<file path="src/rtl/spi_status_responder.sv">
module spi_status_responder #(
  parameter int OPW      = 8,
  parameter int BYTE_W   = 8,
  parameter int NBYTES   = 3,
  parameter int BUSY_BIT = 0,
  parameter int WEL_BIT  = 1
) (
  input  logic                     clk,
  input  logic                     rst_n,
  input  logic                     csb,
  input  logic                     op_valid,
  input  logic [OPW-1:0]           op_code,
  input  logic                     busy_set,
  input  logic                     sw_wr,
  input  logic [BYTE_W*NBYTES-1:0] sw_wdata,
  input  logic [OPW*NBYTES-1:0]    cfg_rd_op,
  input  logic [OPW-1:0]           cfg_wren_op,
  input  logic [OPW-1:0]           cfg_wrdi_op,
  output logic                     sdo,
  output logic [BYTE_W*NBYTES-1:0] status_q
);
  localparam int SW   = BYTE_W * NBYTES;
  localparam int SELW = (NBYTES > 1) ? $clog2(NBYTES) : 1;
  localparam int CW   = (BYTE_W > 1) ? $clog2(BYTE_W) : 1;

  logic [SW-1:0]     stg, stg_nx;
  logic              csb_q, active, hit;
  logic [SELW-1:0]   sel, hit_idx;
  logic [CW-1:0]     cnt;
  logic [BYTE_W-1:0] cbyte [NBYTES];

  wire op_ok  = op_valid & ~csb;
  wire wren   = op_ok & (op_code == cfg_wren_op);
  wire wrdi   = op_ok & (op_code == cfg_wrdi_op) & ~wren;
  wire commit = csb & ~csb_q;

  always_comb begin
    hit = 1'b0;
    hit_idx = '0;
    for (int k = NBYTES - 1; k >= 0; k--)
      if (cfg_rd_op[k*OPW +: OPW] == op_code) begin
        hit = 1'b1;
        hit_idx = SELW'(k);
      end
  end

  always_comb begin
    stg_nx = sw_wr ? sw_wdata : stg;
    if (wren) stg_nx[WEL_BIT] = 1'b1;
    else if (wrdi) stg_nx[WEL_BIT] = 1'b0;
    if (busy_set) stg_nx[BUSY_BIT] = 1'b1;
  end

  always_ff @(posedge clk or negedge rst_n)
    if (!rst_n) begin
      stg      <= '0;
      status_q <= '0;
      csb_q    <= 1'b1;
    end else begin
      stg   <= stg_nx;
      csb_q <= csb;
      if (commit) status_q <= stg;
    end

  // bit counter wraps from 0 to BYTE_W-1 (BYTE_W a power of two)
  always_ff @(posedge clk or negedge rst_n)
    if (!rst_n) begin
      active <= 1'b0;
      sel    <= '0;
      cnt    <= '0;
    end else if (csb) begin
      active <= 1'b0;
    end else if (op_ok && hit) begin
      active <= 1'b1;
      sel    <= hit_idx;
      cnt    <= CW'(BYTE_W - 1);
    end else if (active) begin
      cnt <= cnt - 1'b1;
    end

  for (genvar g = 0; g < NBYTES; g++) begin : g_byte
    assign cbyte[g] = status_q[g*BYTE_W +: BYTE_W];
  end

  assign sdo = active & cbyte[sel][cnt];
endmodule

</file>
<file path="config.mk">
export PLATFORM = sky130hd
export DESIGN_NAME = spi_status_responder
export DESIGN_NICKNAME = d
export VERILOG_FILES = /design/src/rtl/spi_status_responder.sv
export SDC_FILE = /design/constraint.sdc
export NUM_CORES = 1
export LEC_CHECK = 0
export BUFFER_PORTS_ARGS = -buffer_cell sky130_fd_sc_hd__buf_2
export CAP_MARGIN = 20
export CORE_MARGIN = 3
export CORE_UTILIZATION = 49
export DETAILED_ROUTE_END_ITERATION = 12
export PLACE_DENSITY = 0.88
export RECOVER_POWER = 100
export SYNTH_ARGS = -nofsm -noshare
export SYNTH_HDL_FRONTEND = slang
export SYNTH_SLANG_ARGS = --single-unit
</file>
<file path="constraint.sdc">
create_clock -name clk -period 2.95 [get_ports clk]
set_clock_uncertainty 0.2 [all_clocks]
set_input_delay 0.59 -clock clk [delete_from_list [all_inputs] [get_ports clk]]
set_output_delay 0.59 -clock clk [all_outputs]
set_load 0.03 [all_outputs]
</file>
Word-level counts from Yosys, hierarchy flattened
Cells that the tools add are included.
{"block": "word_totals", "out_inout_bits": 25, "register_bits": 55, "mem_count": 0, "latch_bits": 0, "romBits": 0, "inputBits": 78, "ram_bits": 0, "word_cells": 52}
{"block": "op_classes", "n_addsub": 1, "n_eq_ne": 5, "n_mux": 19, "n_shift": 0, "bitwise": 10, "n_reduce_logical": 7, "n_div": 0, "order_cmp": 2, "n_mul": 0}
{"op": "equality test 8 bit", "n": 5}
{"op": "binary-select mux 8 bit (select 2 bit)", "n": 1}
{"op": "2-to-1 mux 8 bit", "n": 2}
{"op": "2-to-1 mux 1 bit", "n": 9}
{"op": "2-to-1 mux 2 bit", "n": 4}
{"op": "bitwise AND 1 bit", "n": 6}
{"op": "2-to-1 mux 3 bit", "n": 2}
{"op": "nonzero test 2 bit", "n": 3}
{"op": "less-than comparator 3 x 4 -> 1 bit, second input constant", "n": 1}
{"op": "AND reduction 2 bit", "n": 2}
{"op": "binary-select mux 1 bit (select 3 bit)", "n": 1}
{"op": ">= comparator 3 bit, second input constant", "n": 1}
{"op": "NOT 1 bit", "n": 3}
{"op": "NOT 2 -> 3 bit", "n": 1}
{"op": "nonzero test 3 bit", "n": 1}
{"op": "subtractor 3 x 1 -> 3 bit, second input constant", "n": 1}
{"op": "logical AND 1 bit", "n": 1}

Logic depth before layout (Yosys ltp)
Gate-level depths: netlist (run 1).
{"block": "depth", "depth_word": 7, "depth_mapped": 6, "mapped_depth_nobuf": 5}

Worst setup path before layout (run 1)
No wires, ideal clock.
{"block": "synth_timing", "path_kind": "register to output", "start": "register status_q[20]", "end": "output port sdo", "required_ns": 2.160, "path_slack_ns": 0.410, "stages_incl_launch_ff": 5, "n_path_buf": 0, "t_arrival_ns": 1.750, "path_cell_list": "dfrtp_1 mux4_1 mux4_2 nand3b_1 o31ai_1"}
{"block": "synth_between", "elab_chain_len": 6}
{"element": "start, declared", "line_no": "20", "rtl": "output logic [BYTE_W*NBYTES-1:0] status_q"}
{"element": "start signal, assigned", "line_no": "62", "rtl": "if (commit) status_q <= stg;"}
{"element": "binary-select mux 8 bit (select 2 bit)", "line_no": "85", "rtl": "assign sdo = active & cbyte[sel][cnt];"}
{"element": "2-to-1 mux 8 bit (implied by the code) (2 in a row)", "line_no": "85"}
{"element": "binary-select mux 1 bit (select 3 bit)", "line_no": "85"}
{"element": "2-to-1 mux 1 bit (implied by the code)", "line_no": "85"}
{"element": "bitwise AND 1 bit", "line_no": "85"}
{"element": "end, declared", "line_no": "19", "rtl": "output logic sdo,"}
No other way between the ends. The select of a mux whose other input is x is not followed.

Final worst setup path (run 1)
{"block": "layout_timing", "start": "register sel[1]", "end": "output port sdo"}
{"block": "layout_between", "elab_chain_len": 7}
{"element": "start, declared", "line_no": "28", "rtl": "logic [SELW-1:0] sel, hit_idx;"}
{"element": "start signal, assigned", "line_no": "75", "rtl": "sel <= hit_idx;"}
{"element": "NOT 2 -> 3 bit (implied by the code)", "line_no": "85"}
{"element": "binary-select mux 8 bit (select 2 bit)", "line_no": "85"}
{"element": "2-to-1 mux 8 bit (implied by the code) (2 in a row)", "line_no": "85"}
{"element": "binary-select mux 1 bit (select 3 bit)", "line_no": "85"}
{"element": "2-to-1 mux 1 bit (implied by the code)", "line_no": "85"}
{"element": "bitwise AND 1 bit", "line_no": "85"}
No other way between the ends. The select of a mux whose other input is x is not followed.

==> impl_metrics.tcl, run 1 <==
set metrics [dict create \
    status "complete, no violations" \
    critPathRequiredTime_ps 2160 \
    antenna_found_initial 0 \
    clk_pin_slew_ps 80 \
    grt_pass1_vias 2092 \
    grt_max_degree 35 \
    r2r_setup_slack_ps 610 \
    cts_root_buf "clkbuf_8" \
    worst_skew_pair.late_latency_ps 300 \
    ios 103 \
    final_max_slew_viol_count 0 \
    diodes 0 \
    holdPathEnd "csb_q" \
    clock_sinks 55 \
    finalSetupViolCount 0 \
    drtAntennaViolNets 0 \
    vias_per_cell 5.20 \
    dp_hpwl_mm 4.81 \
    min_path_cells 1 \
    maxCapViolCount 0 \
    drtIter0Drc 78 \
    avgRoutedWirePerCell_um 16.2 \
    hold_path_class "input port to flop" \
    rows 26 \
    finalHoldViolCount 0 \
    synth_cells 209 \
    clkPwrFrac_pct 20.7 \
    r2r_end "status_q[21]" \
    cts-hold-fix-buffers 0 \
    critPathKind "flop to output port" \
    dieHeight_um 81.2 \
    grt_pass1_wl_mm 9.56 \
    leakage_nw 1.47 \
    multi_input_area_mm2 0.00130 \
    power.share.switching_pct 32.4 \
    die_area_mm2 0.00659 \
    fmax_mhz 344 \
    layout-drive-gt1-share_pct 45.0 \
    synth_seq_cells 55 \
    p_comb_share_pct 29.3 \
    routed_wl_mm 6.09 \
    final_nets 385 \
    peakVddDrop_v 0.000308 \
    hp-start "csb" \
    path_cells "mux4_2, mux4_2, nand3b_1, o31ai_1, buf_4" \
    max-slew-margin-rel_pct 8.07 \
    cpMostUsedCell "mux4_2" \
    fin_crit_sh_pct 98.4 \
    n_fill_cell 467 \
    cts_tree "yes" \
    post-place-cells 367 \
    initial_utilization_pct 52.5 \
    cts_buffer_depth 2 \
    synth_area_per_cell_um2 13.2 \
    seq_area_mm2 0.00138 \
    rsz0062_at_grt "true" \
    die_w_um 81.2 \
    power_frac_seq_pct 50.1 \
    portBuffers 102 \
    design_area_mm2 0.00336 \
    ys_warn_count 0 \
    synth.distinct_cells 29 \
    cts_buffers 5 \
    place.gp.congestion 0.865 \
    vias 1962 \
    total_power_mw 1.91 \
    syn-num-nets 288 \
    reg2reg_from "csb_q" \
    slowest_delay_ps 530 \
    grt_use_total_pct 19.0 \
    worstPathMaxFanout 5 \
    synthesis.area_mm2 0.00277 \
    worst_slew_pin_slew_ps 1380 \
    power.density_mw_per_mm2 569 \
    area_growth_pct 21.2 \
    first_pass_iters 4 \
    r2r.worst_path.cells 3 \
    final_common_cell "buf_2" \
    drc 0 \
    whs_ps 251 \
    cp-end-kind "output port" \
    htree_levels 2 \
    stdcell_count 377 \
    internal_power_mw 1.29 \
    worst_ep_arrival_time_ps 2110 \
    cpMaxStageDelayCell "mux4_2" \
    grt_overflow 0 \
    layout_min_cycle_time_ps 2900 \
    place_area_mm2 0.00332 \
    coreArea_mm2 0.00527 \
    layout_common_cells "buf_2, dfrtp_1, mux2_2, clkbuf_1, xnor2_1" \
    cp-start-kind "flop" \
    switching_power_mw 0.619 \
    yosysSeqAreaShare_pct 49.8 \
]
==> area by class of cell <==
class | instances | share of cell area (%)
multi-input cells | 136 | 38.7
repair buffers | 106 | 15.0
flip-flops and latches | 55 | 41.1
well taps | 70 | 2.61
clock buffers | 8 | 2.39
inverters | 2 | 0.224
==> stage by stage <==
| stage | setup TNS [ps] | util [%] | worst slack (ps) |
|---|---|---|---|
| floorplan | 0 | - | 410 |
| global placement | 0 | 62.9 | 290 |
| detailed placement | 0 | 62.9 | 212 |
| CTS | 0 | 64.6 | 11.0 |
| global route | -20.1 | 63.7 | -20.1 |
| finish | 0 | 63.7 | 46.0 |
==> flip-flops by register name, indices dropped and copies added, names as in the netlist <==
name and flops:
active 1, cnt 3, csb_q 1, sel 2
status_q 24, stg 24
==> power by group through the flow <==
stage	combinational [mW]	clock, mW	sequential, mW
6_report	0.559	0.395	0.956
5_1_grt	0.606	0.446	0.972
4_1_cts	0.584	0.405	0.954
3_5_place_dp	0.576	0	0.968
3_3_place_gp	0.564	0	0.957
2_1_floorplan	0.268	0	1.07
==> metal layers <==
layer  part of all wire (%)  vias to the layer above  GRT usage, %
li1                       -                      922             -
met1                     42                      973          24.1
met2                     50                       56          31.0
met3                    6.6                       11          7.21
met4                    1.5                        0          4.73
met5                      0                        -             0
==> synth_stat cells <==
| master | count | area, µm² |
|---|---|---|
| a211o_1 | 1 | 8.76 |
| a21bo_2 | 1 | 10.0 |
| a21oi_1 | 1 | 5.00 |
| a22oi_1 | 1 | 7.51 |
| buf_6 | 1 | 11.3 |
| clkbuf_1 | 15 | 56.3 |
| dfrtp_1 | 54 | 1350 |
| dfstp_2 | 1 | 26.3 |
| ha_1 | 1 | 12.5 |
| inv_1 | 2 | 7.51 |
| mux2_2 | 46 | 518 |
| mux2i_1 | 2 | 20.0 |
| mux4_1 | 4 | 105 |
| mux4_2 | 3 | 67.6 |
| nand2_1 | 6 | 22.5 |
| nand2b_1 | 1 | 6.26 |
| nand3_1 | 1 | 5.00 |
| nand3b_1 | 2 | 15.0 |
| nand4_1 | 7 | 43.8 |
| nor2_1 | 4 | 15.0 |
| nor2b_1 | 3 | 18.8 |
| nor3_1 | 1 | 5.00 |
| nor4_1 | 3 | 18.8 |
| o211ai_1 | 1 | 7.51 |
| o21a_1 | 1 | 7.51 |
| o21ai_0 | 1 | 5.00 |
| o31ai_1 | 3 | 22.5 |
| xnor2_1 | 27 | 236 |
| xor2_1 | 15 | 131 |
==> timing repair <==
action / 4_1_cts / 5_1_grt
pin swaps: 0 / 0
setup endpoints to repair: 1 / 1
cloned: 0 / 0
buffers inserted: 2 / 0
hold endpoints to repair: 0 / 0
resized for setup: 3 / 4
==> worst max path at each step <==
stage / start / end / slack (ps) / cells after the start
after floorplan: status_q[20] / sdo / 410 / 4
after global placement: sel[1] / sdo / 290 / 5
after detailed placement: sel[1] / sdo / 210 / 5
after CTS: sel[1] / sdo / 10 / 5
after global routing: sel[1] / sdo / -20 / 5
final: sel[1] / sdo / 50 / 5
==> kinds of logic (layout without fill, tap and decap cells) <==
logic type | Yosys count | in the layout | share of synthesized area [%]
mux | 55 | 55 | 25.7
flops | 55 | 55 | 49.8
xor+xnor | 42 | 42 | 13.3
simple gates | 28 | 28 | 5.42
buf+inv | 18 | 116 | 2.71
compound gates | 10 | 10 | 2.67
fa+ha+maj | 1 | 1 | 0.452
==> worst max-delay path, delay by kind of cell (launching register included) <==
kind | cells | cell delay [ps]
buffers and inverters | 1 | 180
DFF | 1 | 460
muxes | 2 | 1010
and+or+nand+nor | 1 | 90
AOI/OAI and AO/OA | 1 | 80
No activity file was read; power rests on OpenSTA's default activity.
==> run 2: changes to the inputs <==
==> constraint.sdc (replaced) <==
create_clock -name clk -period 3.3 [get_ports clk]
set_clock_uncertainty 0.2 [all_clocks]
set_input_delay 0.33 -clock clk [delete_from_list [all_inputs] [get_ports clk]]
set_output_delay 0.33 -clock clk [all_outputs]
set_load 0.03 [all_outputs]
==> run 2 against run 1 <==
- total power fell by 5.5%
- cell count unchanged
- utilization is 1.0 points higher
- first-iteration DRC count is 6.4% higher
- sequential share of layout area decreased by 0.69 points
- critical path depth is the same
- via count up 0.76%
- register-to-register slack better by 360 ps
==> impl_metrics.tcl, run 2 (synthesis gave the netlist of run 1 again) <==
set metrics [dict create \
    status "complete, no violations" \
    n_fill_cell 449 \
    layout-drive-gt1-share_pct 43.6 \
    clkPwrFrac_pct 25.3 \
    post-place-cells 367 \
    critPathRequiredTime_ps 3300 \
    cts_buffer_depth 2 \
    internal_power_mw 1.24 \
    die_area_mm2 0.00659 \
    worst_ep_arrival_time_ps 2800 \
    grt_use_total_pct 19.3 \
    grt_max_degree 39 \
    final_max_slew_viol_count 0 \
    htree_levels 2 \
    initial_utilization_pct 52.5 \
    fin_crit_sh_pct 84.9 \
    area_growth_pct 23.2 \
    dp_hpwl_mm 4.74 \
    fin_ws_ps 500 \
    power.density_mw_per_mm2 529 \
    final_nets 385 \
    worst_slew_pin_slew_ps 1390 \
    grt_overflow 0 \
    drtAntennaViolNets 0 \
    finalSetupViolCount 0 \
    worstPathMaxFanout 18 \
    fmax_mhz 357 \
    total_power_mw 1.80 \
    cp-end-kind "flop" \
    hold_path_class "input port to flop" \
    worst_skew_pair.late_latency_ps 310 \
    layout_min_cycle_time_ps 2800 \
    first_pass_iters 4 \
    cts_tree "yes" \
    power_frac_seq_pct 47.2 \
    cts-hold-fix-buffers 2 \
    rsz0062_at_grt "false" \
    drtIter0Drc 83 \
    rows 26 \
    ios 103 \
    vias_per_cell 5.24 \
    grt_pass1_vias 2025 \
    cp-start-kind "input port" \
    clock_sinks 55 \
    critPathKind "input port to flop" \
    antenna_found_initial 0 \
    place.gp.congestion 0.852 \
    avgRoutedWirePerCell_um 16.0 \
    grt_pass1_wl_mm 9.65 \
    switching_power_mw 0.560 \
    postCtsSetupBuffers 0 \
    fin_setup_tns_ps 0 \
    p_comb_share_pct 27.6 \
    max-slew-margin-rel_pct 7.15 \
    diodes 0 \
    finalHoldViolCount 0 \
    drc 0 \
    leakage_nw 1.50 \
    clk_pin_slew_ps 90 \
    utilization_pct 64.7 \
    stdcell_count 377 \
    peakVddDrop_v 0.000347 \
    cts_root_buf "clkbuf_8" \
    cts_buffers 5 \
    routed_wl_mm 6.04 \
    dieHeight_um 81.2 \
    pre_cts_ws_ps 866 \
    post_cts_resized 0 \
    portBuffers 102 \
    maxCapViolCount 0 \
    coreArea_mm2 0.00527 \
    power.share.switching_pct 31.0 \
    layout_common_cells "buf_2, dfrtp_1, mux2_2, clkbuf_1, xnor2_1" \
    reg_top3 "status_q x24, stg x24, cnt x3" \
    vias 1977 \
    final_common_cell "buf_2" \
    die_w_um 81.2 \
]
[run 2: cell count changes in the layout (fill, tap and decap cells not counted), sizes merged]
cell         before  now
bufinv            0    1
dlygate4sd3       0    2
clkinv            0    1
clkbuf           38   36
buf              76   74
[run 2: worst paths after layout]
path	endpoint	from	slack [ps]	cells after the start
min	stg[0]	busy_set	4	2
min reg2reg	status_q[11]	stg[11]	310	1
min in group asynchronous	status_q[13]	rst_n	460	2
max in group asynchronous	stg[3]	rst_n	1040	3
max reg2reg	status_q[23]	csb_q	970	3
max	status_q[23]	csb	500	5
[run 2: worst max-delay path, stage by stage]
cell and delay, ps:
dlygate4sd3_1 520, clkbuf_1 220, nor2b_1 510, clkbuf_1 790, mux2_2 420
[run 2: metrics by stage]
stage / instance area (µm²) / hold WS, ps
after detailed placement: 3320 / 70.3
final: 3410 / 3.88
after CTS: 3450 / 0.879
after global routing: 3410 / 13.3
after floorplan: 2770 / -166
after global placement: 3320 / 69.2
[run 2: layer usage]
metal | routed length, µm | GRT usage, % | up-vias
met5 | 0 | 0 | -
met2 | 3140 | 31.8 | 59
li1 | - | - | 925
met3 | 352 | 4.99 | 10
met4 | 95 | 5.41 | 0
met1 | 2450 | 25.2 | 983
[run 2: power by group through the flow]
stage	Combinational, mW	Sequential, mW	Clock [mW]
finish	0.497	0.851	0.456
global route	0.538	0.867	0.494
CTS	0.522	0.851	0.468
detailed placement	0.513	0.865	0
global placement	0.504	0.855	0
floorplan	0.240	0.958	0
[run 2: area by class of cell]
| type | instances | area (µm²) | share of cell area [%] |
|---|---|---|---|
| clock buffers | 6 | 82.6 | 2.42 |
| clock inverters | 2 | 35.0 | 1.03 |
| inverters | 2 | 7.51 | 0.220 |
| multi-input cells | 136 | 1320 | 38.6 |
| flip-flops and latches | 55 | 1380 | 40.4 |
| well taps | 70 | 87.6 | 2.57 |
| repair buffers | 106 | 504 | 14.8 |
